## src/rtl/opres_pkg.sv

```systemverilog
package opres_pkg;
  typedef enum logic [1:0] {
    ST_IDLE  = 2'd0,
    ST_FETCH = 2'd1,
    ST_RESP  = 2'd2
  } opres_state_e;

  // addressing interpretation taken from opcode bits [1:0]
  typedef enum logic [1:0] {
    AM_LEGACY = 2'b00,
    AM_IMM    = 2'b01,
    AM_IND    = 2'b10,
    AM_SIMPLE = 2'b11
  } amode_e;
endpackage

```

## src/rtl/opres_ta_calc.sv

```systemverilog
module opres_ta_calc
  import opres_pkg::*;
#(
  parameter int WORD_W  = 24,
  parameter int FIELD_W = 20,
  parameter int DISP_W  = 12
) (
  input  amode_e              amode,
  input  logic                f_idx,
  input  logic                f_base,
  input  logic                f_pcrel,
  input  logic                f_ext,
  input  logic [FIELD_W-1:0]  field,
  input  logic [WORD_W-1:0]   pc,
  input  logic [WORD_W-1:0]   base,
  input  logic [WORD_W-1:0]   index,
  output logic [WORD_W-1:0]   ta,
  output logic                illegal
);
  localparam int LEG_W = DISP_W + 3;

  logic [WORD_W-1:0] disp_u, disp_s, ext_u, leg_u, pre_idx;
  logic [LEG_W-1:0]  leg_addr;

  assign leg_addr = {f_base, f_pcrel, f_ext, field[DISP_W-1:0]};
  assign disp_u   = WORD_W'(field[DISP_W-1:0]);
  assign disp_s   = {{(WORD_W-DISP_W){field[DISP_W-1]}}, field[DISP_W-1:0]};
  assign ext_u    = WORD_W'(field);
  assign leg_u    = WORD_W'(leg_addr);

  always_comb begin
    if (amode == AM_LEGACY)  pre_idx = leg_u;
    else if (f_ext)          pre_idx = ext_u;
    else if (f_pcrel)        pre_idx = pc + disp_s;
    else if (f_base)         pre_idx = base + disp_u;
    else                     pre_idx = disp_u;
    ta = pre_idx + (f_idx ? index : '0);
  end

  always_comb begin
    illegal = 1'b0;
    if (amode != AM_LEGACY) begin
      if (f_ext && (f_base || f_pcrel))                  illegal = 1'b1;
      if (f_base && f_pcrel)                             illegal = 1'b1;
      if (f_idx && (amode == AM_IMM || amode == AM_IND)) illegal = 1'b1;
    end
  end
endmodule

```

## src/rtl/opres_ctl.sv

```systemverilog
module opres_ctl
  import opres_pkg::*;
#(
  parameter int WORD_W = 24,
  parameter int ADDR_W = 20,
  parameter int OPC_W  = 8
) (
  input  logic              clk,
  input  logic              rst,
  input  logic              in_valid,
  output logic              in_ready,
  input  amode_e            amode,
  input  logic [OPC_W-1:0]  opcode,
  input  logic [WORD_W-1:0] ta,
  input  logic              illegal,
  output logic              mem_req,
  output logic [ADDR_W-1:0] mem_addr,
  input  logic              mem_valid,
  input  logic [WORD_W-1:0] mem_rdata,
  output logic              done,
  output logic [WORD_W-1:0] res_data,
  output logic              res_imm,
  output logic              res_illegal,
  output logic [OPC_W-1:0]  res_opcode
);
  opres_state_e      state_q;
  logic [WORD_W-1:0] data_q;
  logic              imm_q, ill_q;
  logic [OPC_W-1:0]  op_q;

  always_ff @(posedge clk) begin
    if (rst) begin
      state_q <= ST_IDLE;
      data_q  <= '0;
      imm_q   <= 1'b0;
      ill_q   <= 1'b0;
      op_q    <= '0;
    end else begin
      case (state_q)
        ST_IDLE: if (in_valid) begin
          op_q    <= opcode;
          ill_q   <= illegal;
          imm_q   <= !illegal && (amode == AM_IMM);
          data_q  <= illegal ? '0 : ta;
          state_q <= (!illegal && amode == AM_IND) ? ST_FETCH : ST_RESP;
        end
        ST_FETCH: if (mem_valid) begin
          data_q  <= mem_rdata;
          state_q <= ST_RESP;
        end
        ST_RESP: state_q <= ST_IDLE;
        default: state_q <= ST_IDLE;
      endcase
    end
  end

  assign in_ready    = (state_q == ST_IDLE);
  assign mem_req     = (state_q == ST_FETCH);
  assign mem_addr    = data_q[ADDR_W-1:0];
  assign done        = (state_q == ST_RESP);
  assign res_data    = data_q;
  assign res_imm     = imm_q;
  assign res_illegal = ill_q;
  assign res_opcode  = op_q;
endmodule

```

## src/rtl/opaddr_resolver.sv

```systemverilog
module opaddr_resolver
  import opres_pkg::*;
#(
  parameter int WORD_W  = 24,
  parameter int ADDR_W  = 20,
  parameter int FIELD_W = 20,
  parameter int DISP_W  = 12,
  parameter int OPC_W   = 8
) (
  input  logic               clk,
  input  logic               rst,
  input  logic               in_valid,
  output logic               in_ready,
  input  logic [OPC_W-1:0]   in_opcode,
  input  logic [3:0]         in_flags,
  input  logic [FIELD_W-1:0] in_field,
  input  logic [WORD_W-1:0]  reg_pc,
  input  logic [WORD_W-1:0]  reg_base,
  input  logic [WORD_W-1:0]  reg_index,
  output logic               mem_req,
  output logic [ADDR_W-1:0]  mem_addr,
  input  logic               mem_valid,
  input  logic [WORD_W-1:0]  mem_rdata,
  output logic               done,
  output logic [WORD_W-1:0]  res_data,
  output logic               res_imm,
  output logic               res_illegal,
  output logic [OPC_W-1:0]   res_opcode
);
  amode_e            amode;
  logic [WORD_W-1:0] ta;
  logic              illegal;

  assign amode = amode_e'(in_opcode[1:0]);

  opres_ta_calc #(
    .WORD_W(WORD_W), .FIELD_W(FIELD_W), .DISP_W(DISP_W)
  ) u_ta (
    .amode  (amode),
    .f_idx  (in_flags[3]),
    .f_base (in_flags[2]),
    .f_pcrel(in_flags[1]),
    .f_ext  (in_flags[0]),
    .field  (in_field),
    .pc     (reg_pc),
    .base   (reg_base),
    .index  (reg_index),
    .ta     (ta),
    .illegal(illegal)
  );

  opres_ctl #(
    .WORD_W(WORD_W), .ADDR_W(ADDR_W), .OPC_W(OPC_W)
  ) u_ctl (
    .clk        (clk),
    .rst        (rst),
    .in_valid   (in_valid),
    .in_ready   (in_ready),
    .amode      (amode),
    .opcode     (in_opcode),
    .ta         (ta),
    .illegal    (illegal),
    .mem_req    (mem_req),
    .mem_addr   (mem_addr),
    .mem_valid  (mem_valid),
    .mem_rdata  (mem_rdata),
    .done       (done),
    .res_data   (res_data),
    .res_imm    (res_imm),
    .res_illegal(res_illegal),
    .res_opcode (res_opcode)
  );
endmodule

```

## config.mk

```make
export PLATFORM = sky130hd
export DESIGN_NAME = opaddr_resolver
export DESIGN_NICKNAME = d
export VERILOG_FILES = /design/src/rtl/opres_pkg.sv /design/src/rtl/opres_ta_calc.sv /design/src/rtl/opres_ctl.sv /design/src/rtl/opaddr_resolver.sv
export SDC_FILE = /design/constraint.sdc
export NUM_CORES = 1
export LEC_CHECK = 0
export CORE_ASPECT_RATIO = 1.75
export CORE_MARGIN = 5
export CORE_UTILIZATION = 35
export CTS_CLUSTER_SIZE = 16
export DETAILED_ROUTE_END_ITERATION = 8
export HOLD_SLACK_MARGIN = 0.05
export PLACE_DENSITY_LB_ADDON = 0.2
export SYNTH_ARGS = -nofsm -noshare
export SYNTH_HDL_FRONTEND = slang
export SYNTH_SLANG_ARGS = --single-unit
```

## constraint.sdc

```tcl
create_clock -name clk -period 7.15 [get_ports clk]
set_clock_uncertainty 0.2 [all_clocks]
set_input_delay 1.0725 -clock clk [delete_from_list [all_inputs] [get_ports clk]]
set_output_delay 1.0725 -clock clk [all_outputs]
set_load 0.1 [all_outputs]
```

==> metrics.txt, run 1 <==
DR DRC count 0; Vias 5,669; critical path peak fanout 4; Worst Path Arrival 6.37 ns; pwr/cell area 172 nW/um^2; Placed Cells 1,031; Hold Crit Endpoint u_ctl.res_imm; # IOs 189; Area contributors post-synth ha_1 (15%), dfxtp_1 (14%), a21oi_1 (6.6%); average cell area after synthesis 7.32 um^2; crit path capture type register; H-tree levels 2; Post-synth EDFFs 0; Async S/R FF share, synth 0%; Crit path largest cell delay 0.50 ns; worst min path class reg -> reg; Power Total 1.24 mW; worst r2r dst u_ctl.res_data[23]; slew at the pin closest to its max-slew limit 0.998 ns; initial drt markers 160; Design Area, Final 7220 um^2; Hold-fix buffers, CTS 0; Tot GR Track Use 19.1%; IO buf count about 190; layout cells sized above 1 3.73%; post-layout min period 6.39 ns; Layout area overhead 40.8%; Layout Cells excl Fill 1,039; crit path cell chain clkdlybuf4s50_1 > ha_1 > fa_1 > a21o_1 > a21oi_2 > o21bai_2 > a2111oi_4 > nor4_1 > nor3_1 > nor4b_1 > a21oi_1 > a31oi_1 > ha_1 > and3_1 > a221o_1 > a31o_1 > a31oi_4 > o211ai_2 > a21o_1 > a21oi_2 > xor2_1 > or4_1 > o311ai_1; chip width 101 um; final setup violation count 0; TritonCTS buffer count 5; Clock transition at path regs 0.05 ns; cells after synthesis 700; WS Path Type in -> reg; worst-skew pair later-pin latency 0.27 ns; commonest non-fill, non-tap cells in the layout clkdlybuf4s50_1 (188), a21oi_1 (68), nor2_1 (63); start point of the worst hold path u_ctl.res_imm; clk sinks 36; GP Congestion between 0.9 and 1; WP buf/inv 1; die height approximately 170 um; row count 58; total grt overflow 0; routed length per instance 16.5 um; post-synth top area share 15.1%; Final Max Tran Viols 0; clock root buffer clkbuf_16; initial antenna violation count 1; fillcell total 1,486; PostCTS Resize Cnt 0; Yosys warning count 0; Unique masters post-synth 64; Syn Std Cell Area 5120 um^2; sequential-to-total area share from yosys stat around 14%; Synth Flop Type dfxtp_1; max-cap viol count 0; Starting Density a little over a third; Tcrit/Tclk final just under 90%; Top delay family on crit path compound AO/OA/AOI/OAI gates; largest net degree at the start of global routing 39; R2R Setup Slk 4.82 ns; crit start category input port; worst-case clock buffer depth 2; Leak 2.99 nW; Layout Nets 1,055; endpoints failing hold 0; CTS tree built; syn nets about 900; WHS Path Cells 2; Core ar. roughly 14,000 um^2; final wirelength about 17 mm; Slowest-stage cell, CP a2111oi_4; global-route wire length before repair 26.8 mm; VDD IR max 0.0864 mV; post-synthesis register bit count 36; setup TNS 0 ns; post-synth top area cell ha_1; worst r2r src u_ctl.state_q[0]; remaining antenna violation count 0; DR vias/cell 5.46; unrepaired setup endpoints after global routing false; vias in the first global route approximately 5,600; Req. time, crit path 7.13 ns; status finished, final reports clean; commonest non-fill, non-tap cell in the layout clkdlybuf4s50_1; Post-DP Area 7060 um^2; worst-case reg-to-reg path depth 8; die area 17,300 um^2; router iterations before antenna repair 4; maximum clock frequency about 160 MHz; setup bufs post-CTS 0; Slew HR 33.3%; DP HPWL around 15 mm
-- synth_stat cells (2+ instances only) --
cell      count
a21o_1       23
a21oi_2       4
ha_1         62
o221ai_1      3
a31o_1        4
nor3_1       29
o21a_1        6
inv_1        23
nand2b_1      3
fa_1          3
and3_1       10
nor2b_1      11
clkbuf_1     26
xnor2_1      34
o211ai_1      3
o21bai_1      7
o22ai_1      20
nand4_1       4
a21boi_1      2
or3_1         5
nor4_1        2
o31ai_1       2
xor2_1       22
nand3b_1      2
buf_4        20
o21ai_0      22
nor2_1       63
a22oi_1       2
o21ai_1      14
a21oi_1      68
mux2i_1       2
dfxtp_1      36
nand3_1      15
nand2_1      57
and2_1       26
a211oi_1      8
a31oi_1       8
a32oi_1       3
a221oi_1     21
-- flip-flops by register name, indices dropped and copies added, names as in the netlist --
name,cells
u_ctl.res_imm,1
u_ctl.res_opcode,8
u_ctl.res_data,24
u_ctl.state_q,2
u_ctl.res_illegal,1
-- power by group --
group          leakage [nW]  internal [mW]  switching, mW
sequential            0.297          0.220         0.0128
clock                0.0760          0.146         0.0768
combinational          2.62          0.287          0.501
total                  2.99          0.654          0.591
-- stage by stage --
step / utilization [%] / setup WS (ns) / hold WS, ns
floorplan: - / 1.48 / 0.289
global placement: 49.1 / 0.574 / 0.243
detailed placement: 49.1 / 0.500 / 0.247
CTS: 50.2 / 0.764 / 0.255
global route: 50.2 / 0.494 / 0.272
finish: 50.2 / 0.761 / 0.252
-- worst register-to-register path, delay by kind of cell (launching register included) --
| kind | cells | cell delay, ns |
|---|---|---|
| AO/OA/AOI/OAI | 1 | 0.10 |
| buffers and inverters | 2 | 0.63 |
| flip-flops | 1 | 0.36 |
| AND/OR/NAND/NOR | 5 | 0.95 |
-- worst max-delay path by stage --
stage,startpoint,endpoint,slack (ns),cells past startpoint
3_3_place_gp,in_field[0],u_ctl.res_data[23],0.57,23
4_1_cts,in_field[0],u_ctl.res_data[23],0.76,23
6_report,in_field[0],u_ctl.res_data[23],0.76,23
5_1_grt,in_field[1],u_ctl.res_data[23],0.49,24
3_5_place_dp,in_field[0],u_ctl.res_data[23],0.50,23
2_1_floorplan,in_field[0],u_ctl.res_data[23],1.48,22
-- final cells by class --
| type | instances | area (um^2) | share of cell area (%) |
|---|---|---|---|
| Multi-Input combinational cell | 592 | 4060 | 56.3 |
| Timing Repair Buffer | 199 | 1960 | 27.2 |
| Sequential cell | 36 | 721 | 9.99 |
| Tap cell | 180 | 225 | 3.12 |
| Clock buffer | 7 | 153 | 2.12 |
| Inverter | 24 | 90.1 | 1.25 |
| Antenna cell | 1 | 2.50 | 0.0347 |
-- routing by layer --
layer / track usage (%) / share of wire (%)
met4: 6.83 / 2.7
met5: 0 / 0
met2: 37.2 / 55
met1: 20.7 / 38
met3: 1.60 / 4.4
-- kinds of logic (layout without fill, tap and decap cells) --
logic type / count (synthesis) / in the layout / synth area share [%]
AO/OA/AOI/OAI: 236 / 236 / 31.1
XOR/XNOR: 56 / 56 / 9.57
adder cells (fa/ha/maj): 65 / 65 / 16.3
buffers and inverters: 72 / 230 / 6.76
flip-flops: 36 / 36 / 14.1
multiplexers: 2 / 2 / 0.391
other: 0 / 1 / 0
AND/OR/NAND/NOR: 233 / 233 / 21.8
Note: power is estimated with default switching activity, not from simulation.
==> run 2: changes to the inputs <==
Settings changed: CAP_MARGIN from default to 20, CORE_MARGIN 5 to 1.5.
==> run 2 against run 1 <==
Flip-flop and latch count unchanged. Utilization decreased by 0.096 points. Clock power about the same. Combinational power about the same. Hold slack improved by 0.0018 ns. Critical path depth unchanged.
==> metrics.txt, run 2 (synthesized netlist as in run 1, its figures left out) <==
Vias 5,654 (-0.26%); final hold slack 0.254 ns (+0.00176 ns); clk sinks 36 (unchanged); commonest non-fill, non-tap cell in the layout clkdlybuf4s50_1; routed length per instance 15.7 um (-4.4%); Hold-fix buffers, CTS 0 (unchanged); status finished, final reports clean; setup bufs post-CTS 0 (unchanged); router iterations before antenna repair 4 (unchanged); PostCTS Resize Cnt 0 (unchanged); endpoints failing hold 0 (unchanged); WS Path Type in -> reg; initial drt markers 151 (-5.6%); worst-case reg-to-reg path depth 8 (unchanged); post-layout min period 6.42 ns (+0.0301 ns); max reg flops 24 (unchanged); Core ar. 14,400 um^2 (unchanged); max-cap viol count 0 (unchanged); final wirelength 16.3 mm (-4.5%); maximum clock frequency 156 MHz (-0.47%); Tot GR Track Use 21.3% (+2.2 points); # IOs 189 (unchanged); VDD IR max 0.0863 mV (about the same); die area 15,400 um^2 (-11%); worst min path class reg -> reg; DR DRC count 0 (unchanged); Slew HR 32.8% (-0.41 points); critical path peak fanout 4 (unchanged); vias in the first global route 5,535 (-1.7%); Starting Density 35.7% (unchanged); pwr/cell area 172 nW/um^2 (about the same); worst-skew pair later-pin latency 0.28 ns (about the same); clock root buffer clkbuf_16; final setup violation count 0 (unchanged); DP HPWL 14.0 mm (-4.4%); Layout Nets 1,054 (-0.095%); crit path cell chain clkdlybuf4s50_1 > ha_1 > fa_1 > a21o_1 > a21oi_2 > o21bai_2 > a2111oi_4 > nor4_1 > nor3_1 > nor4b_1 > a21oi_1 > a31oi_1 > ha_1 > and3_1 > a221o_1 > a31o_1 > a31oi_4 > o211ai_2 > a21o_1 > a21oi_2 > xor2_1 > or4_1 > o311ai_1; global-route wire length before repair 26.0 mm (-2.9%); commonest non-fill, non-tap cells in the layout clkdlybuf4s50_1 (188), a21oi_1 (68), nor2_1 (63); Post-DP Area 7050 um^2 (-0.11%); unrepaired setup endpoints after global routing false; TritonCTS buffer count 5 (unchanged); crit path capture type register; DR vias/cell 5.45 (-0.17%); Crit path largest cell delay 0.50 ns (about the same); die height 163 um (-4.1%); layout cells sized above 1 3.73% (unchanged); Clock transition at path regs 0.06 ns (about the same); IO buf count 188 (unchanged); CTS tree built; largest net degree at the start of global routing 39 (unchanged); setup TNS 0 ns (unchanged); initial antenna violation count 0 (-1); Final Max Tran Viols 0 (unchanged); Slowest-stage cell, CP a2111oi_4; Req. time, crit path 7.14 ns (about the same); Worst Path Arrival 6.41 ns (+0.04 ns); Design Area, Final 7200 um^2 (-0.19%); crit start category input port; slew at the pin closest to its max-slew limit 1.00 ns (+0.00615 ns); Tcrit/Tclk final 89.8% (+0.42 points); remaining antenna violation count 0 (unchanged); H-tree levels 2 (unchanged); GP Congestion 0.968 (+5.9%); Leak 2.99 nW (-0.13%); ant diodes 0 (-1); chip width 94.5 um (-6.9%); row count 58 (unchanged); Layout area overhead 40.5%; WHS Path Cells 2 (unchanged); total grt overflow 0 (unchanged); worst-case clock buffer depth 2 (unchanged)
==> run 2: cell count changes in the layout (fill, tap and decap cells not counted) <==
cell      change
diode_2       -1
clkbuf_8      -1
clkinv_2      +2
buf_4         -1
==> run 2: final timing paths <==
check | slack (ns) | startpoint | to
setup / recovery | 0.73 | in_field[0] | u_ctl.res_data[23]
hold / removal | 0.25 | u_ctl.res_opcode[6] | u_ctl.res_opcode[6]
setup reg to reg | 4.49 | u_ctl.state_q[0] | u_ctl.res_data[23]
hold reg to reg | 0.25 | u_ctl.res_opcode[6] | u_ctl.res_opcode[6]
==> run 2: critical path, delay by kind of cell <==
kind,cells,cell delay (ns)
AO/OA/AOI/OAI,13,2.60
XOR/XNOR,1,0.09
adder cells (fa/ha/maj),3,1.03
buffers and inverters,1,0.46
AND/OR/NAND/NOR,5,1.16
==> run 2: cell type report <==
type / count / area (um^2)
Sequential cell: 36 / 721
Timing Repair Buffer: 198 / 1960
Clock inverter: 2 / 10.0
Inverter: 24 / 90.1
Clock buffer: 6 / 139
Tap cell: 180 / 225
Multi-Input combinational cell: 592 / 4060
Fill cell: 1450 / 7170
==> run 2: power breakdown <==
part | total (mW) | switching, mW | leakage [nW] | internal, mW
combinational | 0.788 | 0.500 | 2.61 | 0.287
sequential | 0.233 | 0.0129 | 0.297 | 0.220
clock | 0.222 | 0.0842 | 0.0766 | 0.137
==> run 2: per-layer routing <==
metal	global-route usage, %	wire length [um]
met4	8.96	571
met3	1.30	602
met1	22.3	6120
met5	0	0
met2	42.1	9030
==> run 2: metrics by stage <==
step                      power [mW]  setup slack [ns]  cells  utilization (%)
after floorplan                0.813              1.48    700                -
after global placement          1.02             0.594   1030             49.1
after detailed placement        1.03             0.477   1030             49.1
after CTS                       1.25             0.769   1038             50.1
after global routing            1.32             0.381   1038             50.1
final                           1.24             0.730   1038             50.1
